File: src/rtl/aclk_pkg.sv
package aclk_pkg;

  typedef enum logic [2:0] {
    MD_R256   = 3'b000,
    MD_R384   = 3'b001,
    MD_R512   = 3'b010,
    MD_R768   = 3'b011,
    MD_SLAVE  = 3'b100,
    MD_RSV5   = 3'b101,
    MD_RSV6   = 3'b110,
    MD_BYPASS = 3'b111
  } clk_mode_e;

  // widest half-period count is 6 master clocks
  localparam int HALF_W = 3;

  // half of the bit-clock period, in master clocks
  function automatic logic [HALF_W-1:0] half_of(clk_mode_e m);
    case (m)
      MD_R256: half_of = HALF_W'(2);
      MD_R384: half_of = HALF_W'(3);
      MD_R512: half_of = HALF_W'(4);
      MD_R768: half_of = HALF_W'(6);
      default: half_of = HALF_W'(1);
    endcase
  endfunction

endpackage

File: src/rtl/aclk_rst_sync.sv
module aclk_rst_sync #(
  parameter int STAGES = 2
) (
  input  logic clk,
  input  logic arst_n,
  output logic srst_n
);
  logic [STAGES-1:0] sh_q;
  logic [STAGES-1:0] sh_d;

  always_comb sh_d = {sh_q[STAGES-2:0], 1'b1};

  always_ff @(posedge clk or negedge arst_n) begin
    if (!arst_n) sh_q <= '0;
    else         sh_q <= sh_d;
  end

  assign srst_n = sh_q[STAGES-1];
endmodule

File: src/rtl/aclk_mode_ctrl.sv
module aclk_mode_ctrl
  import aclk_pkg::*;
(
  input  logic              clk,
  input  logic              rst_n,
  input  logic              pwrdn,
  input  logic [2:0]        mode_in,
  output clk_mode_e         mode_q,
  output logic              is_div,
  output logic              is_bypass,
  output logic              is_rsvd,
  output logic [HALF_W-1:0] half_val
);
  clk_mode_e mode_d;

  // capture enable: power-down high
  always_comb mode_d = pwrdn ? clk_mode_e'(mode_in) : mode_q;

  always_ff @(posedge clk or negedge rst_n) begin
    if (!rst_n) mode_q <= MD_SLAVE;
    else        mode_q <= mode_d;
  end

  always_comb begin
    is_div    = (mode_q[2] == 1'b0);
    is_bypass = (mode_q == MD_BYPASS);
    is_rsvd   = (mode_q == MD_RSV5) || (mode_q == MD_RSV6);
    half_val  = half_of(mode_q);
  end
endmodule

File: src/rtl/aclk_divider.sv
module aclk_divider
  import aclk_pkg::*;
#(
  parameter int FRAME_BCLKS = 64
) (
  input  logic              clk,
  input  logic              rst_n,
  input  logic              run,
  input  logic [HALF_W-1:0] half_val,
  output logic              bclk,
  output logic              fclk
);
  localparam int FB_W = $clog2(FRAME_BCLKS / 2);
  localparam logic [FB_W-1:0] BC_LAST = FB_W'(FRAME_BCLKS / 2 - 1);

  logic [HALF_W-1:0] hc_q, hc_d;
  logic [FB_W-1:0]   bc_q, bc_d;
  logic              bclk_q, bclk_d;
  logic              fclk_q, fclk_d;
  logic              half_end;
  logic              fall_en;

  always_comb begin
    half_end = run && (hc_q == half_val - HALF_W'(1));
    fall_en  = half_end && bclk_q;

    hc_d   = '0;
    bclk_d = 1'b0;
    bc_d   = '0;
    fclk_d = 1'b0;
    if (run) begin
      hc_d   = half_end ? '0 : hc_q + HALF_W'(1);
      bclk_d = half_end ? ~bclk_q : bclk_q;
      bc_d   = bc_q;
      fclk_d = fclk_q;
      if (fall_en) begin
        bc_d = (bc_q == BC_LAST) ? '0 : bc_q + FB_W'(1);
        if (bc_q == BC_LAST) fclk_d = ~fclk_q;
      end
    end
  end

  always_ff @(posedge clk or negedge rst_n) begin
    if (!rst_n) begin
      hc_q   <= '0;
      bc_q   <= '0;
      bclk_q <= 1'b0;
      fclk_q <= 1'b0;
    end else begin
      hc_q   <= hc_d;
      bc_q   <= bc_d;
      bclk_q <= bclk_d;
      fclk_q <= fclk_d;
    end
  end

  assign bclk = bclk_q;
  assign fclk = fclk_q;
endmodule

File: src/rtl/aud_mclk_gen.sv
module aud_mclk_gen
  import aclk_pkg::*;
#(
  parameter int FRAME_BCLKS = 64,
  parameter int RST_STAGES  = 2
) (
  input  logic       mclk_i,
  input  logic       rst_n_i,
  input  logic       pwrdn_i,
  input  logic [2:0] mode_i,
  input  logic       byp_bclk_i,
  input  logic       byp_fclk_i,
  output logic       bclk_o,
  output logic       fclk_o,
  output logic       mode_err_o,
  output logic       div_run_o
);
  logic              srst_n;
  clk_mode_e         lat_mode;
  logic              is_div, is_bypass, is_rsvd;
  logic [HALF_W-1:0] half_val;
  logic              run;
  logic              div_bclk, div_fclk;

  aclk_rst_sync #(.STAGES(RST_STAGES)) u_rst (
    .clk    (mclk_i),
    .arst_n (rst_n_i),
    .srst_n (srst_n)
  );

  aclk_mode_ctrl u_mode (
    .clk       (mclk_i),
    .rst_n     (srst_n),
    .pwrdn     (pwrdn_i),
    .mode_in   (mode_i),
    .mode_q    (lat_mode),
    .is_div    (is_div),
    .is_bypass (is_bypass),
    .is_rsvd   (is_rsvd),
    .half_val  (half_val)
  );

  assign run = is_div && !pwrdn_i;

  aclk_divider #(.FRAME_BCLKS(FRAME_BCLKS)) u_div (
    .clk      (mclk_i),
    .rst_n    (srst_n),
    .run      (run),
    .half_val (half_val),
    .bclk     (div_bclk),
    .fclk     (div_fclk)
  );

  always_comb begin
    bclk_o = 1'b0;
    fclk_o = 1'b0;
    if (run) begin
      bclk_o = div_bclk;
      fclk_o = div_fclk;
    end else if (is_bypass && !pwrdn_i) begin
      bclk_o = byp_bclk_i;
      fclk_o = byp_fclk_i;
    end
  end

  assign mode_err_o = is_rsvd;
  assign div_run_o  = run;
endmodule

File: config.mk
export PLATFORM = sky130hd
export DESIGN_NAME = aud_mclk_gen
export DESIGN_NICKNAME = d
export VERILOG_FILES = /design/src/rtl/aclk_pkg.sv /design/src/rtl/aclk_rst_sync.sv /design/src/rtl/aclk_mode_ctrl.sv /design/src/rtl/aclk_divider.sv /design/src/rtl/aud_mclk_gen.sv
export SDC_FILE = /design/constraint.sdc
export NUM_CORES = 1
export LEC_CHECK = 0
export BUFFER_PORTS_ARGS = -buffer_cell sky130_fd_sc_hd__buf_2
export CAP_MARGIN = 10
export CORE_MARGIN = 4
export CORE_UTILIZATION = 35
export CTS_CLUSTER_SIZE = 8
export DETAILED_ROUTE_END_ITERATION = 10
export GPL_ROUTABILITY_DRIVEN = 0
export PLACE_DENSITY_LB_ADDON = 0.3
export SYNTH_ARGS = -nofsm -noshare
export SYNTH_HDL_FRONTEND = slang
export SYNTH_SLANG_ARGS = --single-unit
export TNS_END_PERCENT = 5
File: constraint.sdc
create_clock -name mclk_i -period 2.2 [get_ports mclk_i]
set_clock_uncertainty 0.1 [all_clocks]
set_input_delay 0.33 -clock mclk_i [delete_from_list [all_inputs] [get_ports mclk_i]]
set_output_delay 0.33 -clock mclk_i [all_outputs]
set_load 0.02 [all_outputs]
After elaboration in Yosys (flattened, before gate mapping):

Cells that the tools add are included.

* register bits after elaboration: 15
* word-level logic and storage cells: 46

* $add $sub $neg: 3
* equal/unequal tests: 11
* mux-type cells: 15
* bitwise gates (word level): 3
* reduce and logical (&&, ||, !) cells: 8

Operators with widths (count)
* 2-to-1 mux 5 bit: 3
* case mux 3 bit (4 select lines): 1
* equality test 3 bit (second input constant): 3
* 2-to-1 mux 1 bit: 9
* equality test 3 x 2 -> 1 bit (second input constant): 2
* 2-to-1 mux 3 bit: 2
* != test 2 bit (second input constant): 3
* adder 5 x 1 -> 5 bit (second input constant): 1
* equality test 5 bit (second input constant): 1
* logical AND 1 bit: 4
* adder 3 x 1 -> 3 bit (second input constant): 1
* equality test 3 x 1 -> 1 bit (second input constant): 1
* equality test 3 bit: 1
* zero test 3 bit: 1
* NOT 1 bit: 3
* subtractor 3 x 1 -> 3 bit (second input constant): 1
* AND reduction 2 bit: 1
* zero test 1 bit: 1
* logical OR 1 bit: 1

Depth between registers and ports, before layout:

Gate-level depths: netlist (run 1).

* depth in word-level cells: 8
* mapped depth: 7
* depth with buffers taken out: 7

Hierarchy:

A second synthesis (run 1) with hierarchy kept.

* cells, all modules: 73
* area total of the unflattened synthesis: 809.5 um^2

Modules (own cells, without submodules)
* aclk_divider: times used 1, cells an instance 48, area each 565.5 um^2, sequential area each 250.2 um^2
* aclk_mode_ctrl: times used 1, cells an instance 18, area each 150.1 um^2, sequential area each 76.3 um^2
* aclk_rst_sync: times used 1, cells an instance 3, area each 53.8 um^2, sequential area each 50.0 um^2
* aud_mclk_gen: times used 1, cells an instance 4, area each 40.0 um^2, sequential area each 0.0 um^2

Worst setup path before layout (run 1):

OpenSTA, ideal clock, no wires.

* kind: register to register
* start point: register u_mode.mode_q[2]
* end point: register u_div.bc_q[3]
* setup time: 87 ps
* arrival: 2048 ps
* required time: 2013 ps
* slack: -35 ps
* cell stages (with the launch flop): 8
* path buffers: 1
* period minus slack after synthesis: 2235 ps
* cells stage by stage: dfstp_2 clkbuf_1 nor2_1 ha_1 xor2_1 o31ai_2 or4_1 o211ai_1

* cells in the longest elaborated chain, start to end: 7
* elaborated cells on any way between the ends: 13

RTL lines
* start, declared: RTL line aclk_mode_ctrl.sv:8 `output clk_mode_e mode_q,`
* start signal, assigned: RTL line aclk_mode_ctrl.sv:21 `else mode_q <= mode_d;`
* equality test 3 x 2 -> 1 bit (tied with other cells): RTL line aclk_pkg.sv:19 `case (m)`
* case mux 3 bit (4 select lines): RTL line aclk_pkg.sv:19
* subtractor 3 x 1 -> 3 bit: RTL line aclk_divider.sv:24 `half_end = run && (hc_q == half_val - HALF_W'(1));`
* equality test 3 bit: RTL line aclk_divider.sv:24
* logical AND 1 bit: RTL line aclk_divider.sv:24
* logical AND 1 bit: RTL line aclk_divider.sv:25 `fall_en = half_end && bclk_q;`
* != test 2 bit (no line)
* end signal, assigned: RTL line aclk_divider.sv:46 `bc_q <= '0;`
* end signal, assigned: RTL line aclk_divider.sv:51 `bc_q <= bc_d;`
* end, declared: RTL line aclk_divider.sv:17 `logic [FB_W-1:0] bc_q, bc_d;`

Several ways; a longest one is shown, not always the timed one.
A chain may end at the register's enable or synchronous reset.

Final worst setup path (run 1):

* start point: register u_mode.mode_q[1]
* end point: register u_div.bc_q[3]

* cells in the longest elaborated chain, start to end: 7
* elaborated cells on any way between the ends: 10

RTL lines (RTL line)
* equality test 3 x 2 -> 1 bit (tied with other cells): aclk_pkg.sv:19
* case mux 3 bit (4 select lines) (*): aclk_pkg.sv:19
* subtractor 3 x 1 -> 3 bit (*): aclk_divider.sv:24
* equality test 3 bit (*): aclk_divider.sv:24
* logical AND 1 bit (*): aclk_divider.sv:24
* logical AND 1 bit (*): aclk_divider.sv:25
* != test 2 bit (no line) (*)

Mark *: on every way between the ends. The rest lies on a longest branch, timed or not.

==> flow_summary.json, run 1 <==
{
  "syn_nets": 101,
  "ys_async_sr_fraction_pct": 100.0,
  "grt_pass1_wl_um": 3312,
  "total_power_w": 0.0007022,
  "totalWireLength_um": 1997,
  "synth_top_cells_by_count": "14 x dfrtp_1, 10 x nand2_1, 5 x nand4_1",
  "min_path_type": "reg -> async",
  "clock_sinks": 15,
  "grt-ovfl-total": 0,
  "initial_core_util_pct": 36.84,
  "rsz0062_at_grt": "false",
  "syn_area_um2": 920.9,
  "dieArea_um2": 3516,
  "cts-root-buf": "clkbuf_4",
  "ant_nets": 0,
  "ys_ff_latch": 15,
  "pwr-share-seq_pct": 45.0,
  "p_sw_w": 0.0002405,
  "synth_edf_count": 0,
  "vias_per_cell": 5.355,
  "fin_crit_sh_pct": 95.35,
  "clkLatencyLatePin_ns": 0.29,
  "cts-buffers-inserted": 3,
  "critical_path_class": "reg -> reg",
  "setup_viol": 0,
  "power.leakage_nw": 0.4838,
  "finalMaxSlewViolations": 0,
  "grt_max_degree": 14,
  "p_per_area_nw_per_um2": 597.1,
  "r2r-end": "u_div.bc_q[3]$_DFFE_PN0P_",
  "relSlewSlack_pct": 63.56,
  "finalHoldViolCount": 0,
  "final_cells": 141,
  "r2r_start": "u_mode.mode_q[1]$_DFFE_PN0P_",
  "path_max_fanout": 5,
  "grt.total_usage_pct": 12.41,
  "route.detailed.drc": 0,
  "synthTopCellsByArea": "dfrtp_1 38%, ha_1 5.4%, mux2i_1 4.3%, nand2_1 4.1%, mux2_2 3.7%",
  "intPower_w": 0.0004617,
  "area_growth_syn_to_layout_pct": 27.72,
  "dp.cells": 132,
  "cts_buffer_depth": 2,
  "fp-row-count": 18,
  "fin_nets": 124,
  "hpwl_um": 1399,
  "synth_top_cell_area_share_pct": 38.04,
  "start_kind": "register",
  "n_antenna_cell": 0,
  "htree_levels": 1,
  "crit_required_ns": 2.31,
  "io_buffers": 11,
  "worst_slew_pin_slew_ns": 0.5465,
  "outcome": "finished, final reports clean",
  "post_synth.cell_area_avg_um2": 10.35,
  "die_height_um": 59.30,
  "syn_inst": 89,
  "cts_tree": "yes",
  "num_vias": 755,
  "synth_most_common_cell": "dfrtp_1",
  "peakVddDrop_mv": 0.3235,
  "antenna_found_initial": 0,
  "die_w_um": 59.30,
  "synth-seq-area-share_pct": 40.90,
  "min_period_ns": 2.098,
  "grt_pass1_vias": 782,
  "ys_types": 39,
  "worst_setup_path_end_kind": "register",
  "finalSetupTns_ns": 0,
  "ys.flop_type": "dfrtp_1",
  "ys_warn_count": 0,
  "pwr-share-clk_pct": 23.4,
  "pin_count": 12,
  "ff2ff_path_depth": 7,
  "cp.arrival_ns": 2.21,
  "r2r_slack_ns": 0.10,
  "dr.pass1.iters": 5,
  "initialDrtViolationCount": 12,
  "max_freq_mhz": 476.7,
  "layout-drive-gt1-share_pct": 36.04,
  "avgRoutedWirePerCell_um": 14.16,
  "comb_power_share_pct": 31.7,
  "switching_share_pct": 34.25,
  "synth_top_area_cell": "dfrtp_1",
  "cts.clk_slew.worst_paths_ns": 0.10,
  "design.core.area_um2": 2500,
  "timing.max_cap.violations": 0
}
stage by stage:
| stage | util [%] | cell area [µm²] | hold slack, ns | setup slack [ns] |
|---|---|---|---|---|
| global route | 47.05 | 1176 | 0.1744 | 0.01209 |
| finish | 47.05 | 1176 | 0.1216 | 0.1023 |
| CTS | 42.99 | 1075 | 0.1518 | 0.01813 |
| global placement | 41.49 | 1037 | 0.01493 | 0.1122 |
| floorplan | - | 922.1 | -0.06559 | 0.04189 |
| detailed placement | 41.49 | 1037 | 0.01656 | 0.06145 |
worst max path at each step:
stage | start | end | slack [ns]
4_1_cts | u_mode.mode_q[0]$_DFFE_PN0P_ | u_div.bc_q[3]$_DFFE_PN0P_ | 0.02
6_report | u_mode.mode_q[1]$_DFFE_PN0P_ | u_div.bc_q[3]$_DFFE_PN0P_ | 0.10
3_3_place_gp | u_mode.mode_q[2]$_DFFE_PN1P_ | u_div.bc_q[3]$_DFFE_PN0P_ | 0.11
3_5_place_dp | u_mode.mode_q[0]$_DFFE_PN0P_ | u_div.bc_q[3]$_DFFE_PN0P_ | 0.06
2_1_floorplan | u_mode.mode_q[2]$_DFFE_PN1P_ | u_div.bc_q[3]$_DFFE_PN0P_ | 0.04
5_1_grt | u_mode.mode_q[1]$_DFFE_PN0P_ | u_div.bc_q[4]$_DFFE_PN0P_ | 0.01
logic make-up (layout without fill, tap and decap cells):
family,count (synthesis),count (layout),share of synthesized area (%)
xor+xnor,5,5,6.387
buf+inv,5,27,2.310
mux,7,7,8.016
other cells,1,1,0.4072
simple gates,39,39,26.50
flops,15,15,40.90
fa+ha+maj,4,4,5.435
compound gates,13,13,10.05
sequential cells by signal, indices dropped and copies added (netlist names):
register and flops:
u_div.bc_q 5, u_div.bclk 1, u_div.fclk 1, u_div.hc_q 3
u_mode.mode_q 3, u_rst.sh_q 2
cells in the final DEF (no fill, tap or decap), drive strengths merged, types with 2 or more instances in the layout:
master,netlist,routed
dfrtp,14,14
xnor2,3,3
o211ai,2,2
inv,2,2
a31oi,2,2
a21oi,3,3
nand2b,5,5
or3,2,2
nor3,3,3
xor2,2,2
nand4,5,5
and3,2,2
mux2i,4,4
nand2,10,10
ha,4,4
o31ai,2,2
nor2,2,2
buf,2,20
mux2,3,3
clkbuf,1,3
nor4b,2,2
nor4,3,3
power groups by stage:
stage          Clock [W]  Combinational (W)  Sequential (W)
4_1_cts         0.000169           0.000168        0.000314
3_3_place_gp           0           0.000160        0.000318
5_1_grt         0.000178           0.000240        0.000319
3_5_place_dp           0           0.000166        0.000319
2_1_floorplan          0           0.000123        0.000313
6_report        0.000164           0.000222        0.000316
metal layers:
| metal | vias up | track usage (%) | routed length [µm] |
|---|---|---|---|
| met4 | 0 | 4.854 | 24 |
| met5 | - | 0 | 0 |
| met2 | 20 | 22.00 | 1023 |
| met3 | 4 | 2.614 | 79 |
| met1 | 367 | 14.40 | 870 |
| li1 | 364 | - | - |
area by class of cell:
cell class | instances | area (µm²)
fillers | 239 | 1324
multi-input cells | 69 | 594.3
flip-flops and latches | 15 | 376.6
repair buffers | 21 | 132.6
well taps | 30 | 37.54
clock buffers | 3 | 22.52
inverters | 2 | 7.507
clock inverters | 1 | 5.005
worst max-delay path, cell delays in order (launching register included):
cell and delay (ns):
dfrtp_1 0.43, or2b_1 0.19, nand2b_1 0.10, ha_4 0.31
xor2_4 0.18, o31ai_4 0.13, or4_1 0.49, o211ai_1 0.09
timing repair:
item,4_1_cts,5_1_grt
hold buffers,1,0
endpoints found under the hold margin,2,0
gates resized for setup,0,9
buffers inserted,0,4
setup endpoints to repair,0,7
Power figures use the tool's default switching activity.
==> inputs of run 2 (changes only) <==
- CTS_BUF_LIST: default -> sky130_fd_sc_hd__clkbuf_16
==> run 2 against run 1 <==
  * Final area down 4.1%
  * Flip-flop and latch count unchanged
  * Count of clock-buffer cells in the layout is the same
  * Final cell count fell by 2.8%
  * Via count down 3.3%
  * Critical endpoint unchanged
==> flow_summary.json, run 2 (synthesized netlist as in run 1, its figures left out) <==
{
  "cts.clk_slew.worst_paths_ns": 0.05,
  "worst_setup_path_end_kind": "register",
  "cts_buffer_depth": 2,
  "initial_core_util_pct": 36.84,
  "ant_nets": 0,
  "finalMaxSlewViolations": 0,
  "htree_levels": 1,
  "fin_nets": 120,
  "dp_worst_setup_slack_ns": 0.06145,
  "pwr-share-clk_pct": 42.5,
  "reg_top3": "u_div.bc_q: 5 flops, u_div.hc_q: 3 flops, u_mode.mode_q: 3 flops",
  "largest_reg_flops": 5,
  "cp_slowest_cell": "or4_1",
  "vias_per_cell": 5.328,
  "switching_share_pct": 27.72,
  "r2r-end": "u_div.bc_q[3]$_DFFE_PN0P_",
  "hpwl_um": 1399,
  "post_cts.repair.setup_buffers": 0,
  "die_height_um": 59.30,
  "comb_power_share_pct": 20.0,
  "fp-row-count": 18,
  "grt-ovfl-total": 0,
  "fin_area_um2": 1127,
  "crit_required_ns": 2.26,
  "setup_viol": 0,
  "setup_slack_ns": 0.05294,
  "critPathTopFamily": "simple AND/OR/NAND/NOR gates",
  "grt.total_usage_pct": 12.45,
  "avgRoutedWirePerCell_um": 13.36,
  "design.core.area_um2": 2500,
  "cpPeakStageDelay_ns": 0.49,
  "max_freq_mhz": 465.8,
  "pwr-share-seq_pct": 37.5,
  "grt_max_degree": 14,
  "final_common_cell": "dfrtp_1",
  "critical_path_class": "reg -> reg",
  "n_antenna_cell": 0,
  "crit_chain": "or2b_1, nand2b_1, ha_1, xor2_1, o31ai_2, or4_1, o211ai_1",
  "die_w_um": 59.30,
  "regMostFlops": "u_div.bc_q",
  "p_per_area_nw_per_um2": 743.5,
  "cp_num_buf_inv": 0,
  "num_vias": 730,
  "area_growth_syn_to_layout_pct": 22.42,
  "cts_tree": "yes",
  "clock_sinks": 15,
  "cts-buffers-inserted": 3,
  "grt_pass1_wl_um": 3284,
  "hold_ws_ns": 0.1185,
  "start_kind": "register",
  "path_max_fanout": 6,
  "dp.cells": 132,
  "post_cts_resized": 0,
  "fin_crit_sh_pct": 97.59,
  "outcome": "finished, final reports clean",
  "peakVddDrop_mv": 0.5702,
  "totalWireLength_um": 1831,
  "intPower_w": 0.0006059,
  "r2r_start": "u_mode.mode_q[0]$_DFFE_PN0P_",
  "antenna_found_initial": 0,
  "cts-root-buf": "clkbuf_16",
  "finalHoldViolCount": 0,
  "grt_pass1_vias": 775,
  "worst_slew_pin_slew_ns": 0.5452,
  "r2r_slack_ns": 0.05,
  "total_power_w": 0.0008382,
  "dr.pass1.iters": 4,
  "io_buffers": 11,
  "place_area_um2": 1037,
  "min_period_ns": 2.147,
  "p_sw_w": 0.0002323,
  "initialDrtViolationCount": 13,
  "dieArea_um2": 3516,
  "cp.arrival_ns": 2.21,
  "pin_count": 12,
  "ff2ff_path_depth": 7,
  "timing.max_cap.violations": 0,
  "power.leakage_nw": 0.4796,
  "layout_common_cells": "14 x dfrtp_1, 11 x buf_2, 10 x nand2_1, 5 x nand4_1, 5 x buf_4",
  "rsz0062_at_grt": "true",
  "relSlewSlack_pct": 63.44,
  "clkLatencyLatePin_ns": 0.25,
  "min_path_type": "reg -> async",
  "route.detailed.drc": 0,
  "final_cells": 137,
  "layout-drive-gt1-share_pct": 29.91
}
## run 2: cell count changes in the layout (fill, tap and decap cells not counted), sizes merged
cell / delta
buf: -4
## run 2: routing by layer
metal  track usage (%)  up-vias  wire length, µm
met1             14.40      347              839
met4             6.796        0               31
met5                 0        -                0
li1                  -      360                -
met3             1.961        4               67
met2             21.68       19              893
## run 2: layout make-up
class	instances	area (µm²)
fill	248	1373
multi-input combinational	69	523.0
sequential	15	376.6
timing repair buffer	17	102.6
clock buffer	3	75.07
tap	30	37.54
inverter	2	7.507
clock inverter	1	5.005
## run 2: worst max path at each step
stage	to	slack (ns)	cells past startpoint	startpoint
CTS	u_div.bc_q[3]$_DFFE_PN0P_	0.04	7	u_mode.mode_q[0]$_DFFE_PN0P_
global route	u_div.fclk$_DFFE_PN0P_	-0.07	7	u_mode.mode_q[0]$_DFFE_PN0P_
detailed placement	u_div.bc_q[3]$_DFFE_PN0P_	0.06	7	u_mode.mode_q[0]$_DFFE_PN0P_
global placement	u_div.bc_q[3]$_DFFE_PN0P_	0.11	6	u_mode.mode_q[2]$_DFFE_PN1P_
finish	u_div.bc_q[3]$_DFFE_PN0P_	0.05	7	u_mode.mode_q[0]$_DFFE_PN0P_
floorplan	u_div.bc_q[3]$_DFFE_PN0P_	0.04	7	u_mode.mode_q[2]$_DFFE_PN1P_
## run 2: stage by stage
step                util, %  TNS (ns)
global route          45.10   -0.3125
finish                45.10         0
global placement      41.49         0
detailed placement    41.49         0
floorplan                 -         0
CTS                   45.10         0
## run 2: repair_timing
action | 4_1_cts | 5_1_grt
hold endpoints to repair | 2 | 0
endpoints found under the setup margin | 0 | 6
hold buffers | 1 | 0
## run 2: power groups by stage
| stage | clock (W) | sequential (W) | combinational (W) |
|---|---|---|---|
| 2_1_floorplan | 0 | 0.000313 | 0.000123 |
| 3_3_place_gp | 0 | 0.000318 | 0.000160 |
| 3_5_place_dp | 0 | 0.000319 | 0.000166 |
| 4_1_cts | 0.000368 | 0.000315 | 0.000168 |
| 5_1_grt | 0.000377 | 0.000318 | 0.000187 |
| 6_report | 0.000356 | 0.000315 | 0.000167 |
==> inputs of run 3 (changes only) <==
- SYNTH_HIERARCHICAL: default -> 1
==> run 3 against run 2 <==
  * Final cell count down 13%
  * Global-route usage decreased by 2.1 points
  * Power is 3.7% lower
  * Final area down 7.8%
  * Register-to-register slack gained 0.05 ns
  * Fmax increased by 2.6%
  * Routed wire length decreased by 20%
  * Count of clock-buffer cells in the layout unchanged
  * Critical path type unchanged
  * Critical endpoint is now u_div/bc_q[3]$_DFFE_PN0P_
==> flow_summary.json, run 3 <==
{
  "io_buffers": 11,
  "n_antenna_cell": 0,
  "critical_path_class": "reg -> reg",
  "area_growth_syn_to_layout_pct": 28.44,
  "dr.pass1.iters": 3,
  "die_height_um": 56.09,
  "wl_met2_um": 688,
  "min_period_ns": 2.092,
  "fin_nets": 104,
  "timing.max_cap.violations": 0,
  "synthTopCellsByArea": "dfrtp_1 43%, ha_1 6.2%, xnor2_1 4.3%, xor2_2 4.0%, o21ai_0 3.7%",
  "hpwl_um": 1082,
  "finalMaxSlewViolations": 0,
  "synth_top_area_cell": "dfrtp_1",
  "ys_types": 28,
  "worst_setup_path_end_kind": "register",
  "p_per_area_nw_per_um2": 776.5,
  "r2r_slack_ns": 0.11,
  "synth_edf_count": 0,
  "relSlewSlack_pct": 66.00,
  "synth-seq-area-share_pct": 46.52,
  "synth_top_cell_area_share_pct": 43.28,
  "ys_async_sr_fraction_pct": 100.0,
  "ys_warn_count": 6,
  "route.met3.wl_um": 40,
  "antenna_found_initial": 0,
  "ys_ff_latch": 15,
  "num_vias": 555,
  "regMostFlops": "u_div/bc_q",
  "ff2ff_path_depth": 8,
  "cp.arrival_ns": 2.16,
  "crit_chain": "inv_2, o21ai_4, inv_2, ha_4, xor2_4, nand4_4, or4_1, a21boi_1",
  "min_path_type": "reg -> async",
  "switching_share_pct": 25.46,
  "grt_max_degree": 14,
  "syn_nets": 85,
  "dieArea_um2": 3146,
  "grt_pass1_vias": 569,
  "initialDrtViolationCount": 4,
  "largest_reg_flops": 5,
  "clock_sinks": 15,
  "p_sw_w": 0.0002056,
  "final_common_cell": "dfrtp_1",
  "top_layer": "met4",
  "setup_slack_ns": 0.1078,
  "pin_count": 12,
  "cp_num_buf_inv": 2,
  "peakVddDrop_mv": 0.4280,
  "clkLatencyLatePin_ns": 0.24,
  "cts-buffers-inserted": 3,
  "critPathTopFamily": "simple AND/OR/NAND/NOR gates",
  "ys.flop_type": "dfrtp_1",
  "comb_power_share_pct": 17.5,
  "route.detailed.drc": 0,
  "grt.total_usage_pct": 10.38,
  "r2r-end": "u_div/bc_q[3]$_DFFE_PN0P_",
  "intPower_w": 0.0006018,
  "worst_slew_pin_slew_ns": 0.5100,
  "finalHoldViolCount": 0,
  "fin_crit_sh_pct": 95.10,
  "fillers": 217,
  "pwr-share-seq_pct": 38.8,
  "power.leakage_nw": 0.4923,
  "avgRoutedWirePerCell_um": 12.25,
  "setup_viol": 0,
  "post_synth.cell_area_avg_um2": 11.09,
  "grt_pass1_wl_um": 2518,
  "synth_most_common_cell": "dfrtp_1",
  "cts.clk_slew.worst_paths_ns": 0.05,
  "cts_tree": "yes",
  "path_common_cell": "inv_2",
  "syn_inst": 73,
  "rsz0062_at_grt": "false",
  "syn_area_um2": 809.5,
  "die_w_um": 56.09,
  "design.core.area_um2": 2212,
  "ant_nets": 0,
  "max_freq_mhz": 478.0,
  "synth_top_cells_by_count": "14 x dfrtp_1, 6 x inv_1, 6 x o21ai_0, 5 x nor2_1",
  "initial_core_util_pct": 36.59,
  "cts-root-buf": "clkbuf_16",
  "layout-drive-gt1-share_pct": 32.97,
  "start_kind": "register",
  "r2r_start": "u_mode/mode_q[2]$_DFFE_PN1P_",
  "cp_slowest_cell": "dfstp_2",
  "layout_common_cells": "14 x dfrtp_1, 11 x buf_2, 5 x nor2_1, 5 x o21ai_0",
  "vias_per_cell": 4.664,
  "finalSetupTns_ns": 0,
  "dp_worst_setup_slack_ns": 0.05962,
  "reg_top3": "u_div/bc_q: 5 flops, u_div/hc_q: 3 flops, u_mode/mode_q: 3 flops",
  "outcome": "finished, final reports clean",
  "pwr-share-clk_pct": 43.7,
  "crit_required_ns": 2.27,
  "path_max_fanout": 6,
  "grt-ovfl-total": 0,
  "cts_buffer_depth": 2,
  "wl_met1_um": 714,
  "htree_levels": 1,
  "cpPeakStageDelay_ns": 0.54,
  "total_power_w": 0.0008074,
  "postLayoutCoreUtil_pct": 47.00,
  "totalWireLength_um": 1458,
  "fp-row-count": 17
}
run 3: changes by cell type after synthesis, moves of 4 or more:
cell | before | now
o21ai_0 | 1 | 6
nand4_1 | 5 | 0
nand2b_1 | 4 | 0
inv_1 | 2 | 6
nand2_1 | 10 | 4
run 3: logic make-up (layout without fill, tap and decap cells):
logic type               after synthesis  after routing  share of synthesized area [%]
flip-flops                            15             15                          46.52
multiplexers                           2              2                          2.473
adder cells (fa/ha/maj)                4              4                          6.183
other                                  1              1                         0.4632
buffers and inverters                  6             24                          2.782
AO/OA/AOI/OAI                         14             14                          10.97
XOR/XNOR                               7              7                          11.28
AND/OR/NAND/NOR                       24             24                          19.32
run 3: worst max path at each step:
stage	depth (start not counted)	endpoint	start	slack [ns]
after floorplan	8	u_div/bc_q[2]$_DFFE_PN0P_	u_mode/mode_q[2]$_DFFE_PN1P_	0.05
after global placement	8	u_div/bc_q[2]$_DFFE_PN0P_	u_mode/mode_q[2]$_DFFE_PN1P_	0.09
after detailed placement	8	u_div/bc_q[3]$_DFFE_PN0P_	u_mode/mode_q[2]$_DFFE_PN1P_	0.06
after CTS	8	u_div/bc_q[2]$_DFFE_PN0P_	u_mode/mode_q[2]$_DFFE_PN1P_	0.06
after global routing	8	u_div/bc_q[2]$_DFFE_PN0P_	u_mode/mode_q[2]$_DFFE_PN1P_	0.01
final	8	u_div/bc_q[3]$_DFFE_PN0P_	u_mode/mode_q[2]$_DFFE_PN1P_	0.11
run 3: stage by stage:
| step | instances | instance area [µm²] | hold WS (ns) |
|---|---|---|---|
| after floorplan | 73 | 825.8 | -0.06559 |
| after global placement | 114 | 930.9 | 0.01437 |
| after detailed placement | 114 | 930.9 | 0.01695 |
| after CTS | 119 | 1021 | 0.1479 |
| after global routing | 119 | 1040 | 0.1734 |
| final | 119 | 1040 | 0.1082 |
run 3: per-layer routing:
layer | up-vias | track usage, %
met4 | 0 | 6.102
met3 | 2 | 2.552
met1 | 263 | 12.73
met5 | - | 0
met2 | 4 | 16.36
li1 | 286 | -
run 3: power by group through the flow:
stage | registers [W] | logic (W) | clock network (W)
global placement | 0.000316 | 0.000124 | 0
finish | 0.000313 | 0.000141 | 0.000353
global route | 0.000316 | 0.000154 | 0.000384
detailed placement | 0.000316 | 0.000127 | 0
CTS | 0.000312 | 0.000129 | 0.000362
floorplan | 0.000312 | 0.0000968 | 0
run 3: what timing repair did:
item / CTS / global route
buffers inserted: 0 / 0
endpoints found under the setup margin: 0 / 2
hold buffers: 1 / 0
gates resized for setup: 0 / 4
hold endpoints to repair: 2 / 0
run 3: worst reg2reg max path, cell delays in order (launching register included):
cell and delay, ns:
dfstp_2 0.54, inv_2 0.05, o21ai_4 0.07, inv_2 0.07
ha_4 0.29, xor2_4 0.16, nand4_4 0.11, or4_1 0.50
a21boi_1 0.13
run 3: layout make-up:
cell class / instances / area [µm²] / area share [%]
Timing Repair Buffer: 14 / 80.08 / 7.702
Inverter: 6 / 22.52 / 2.166
Multi-Input combinational cell: 52 / 445.4 / 42.84
Sequential cell: 15 / 376.6 / 36.22
Clock buffer: 3 / 75.07 / 7.220
Clock inverter: 1 / 5.005 / 0.4813
Tap cell: 28 / 35.03 / 3.369
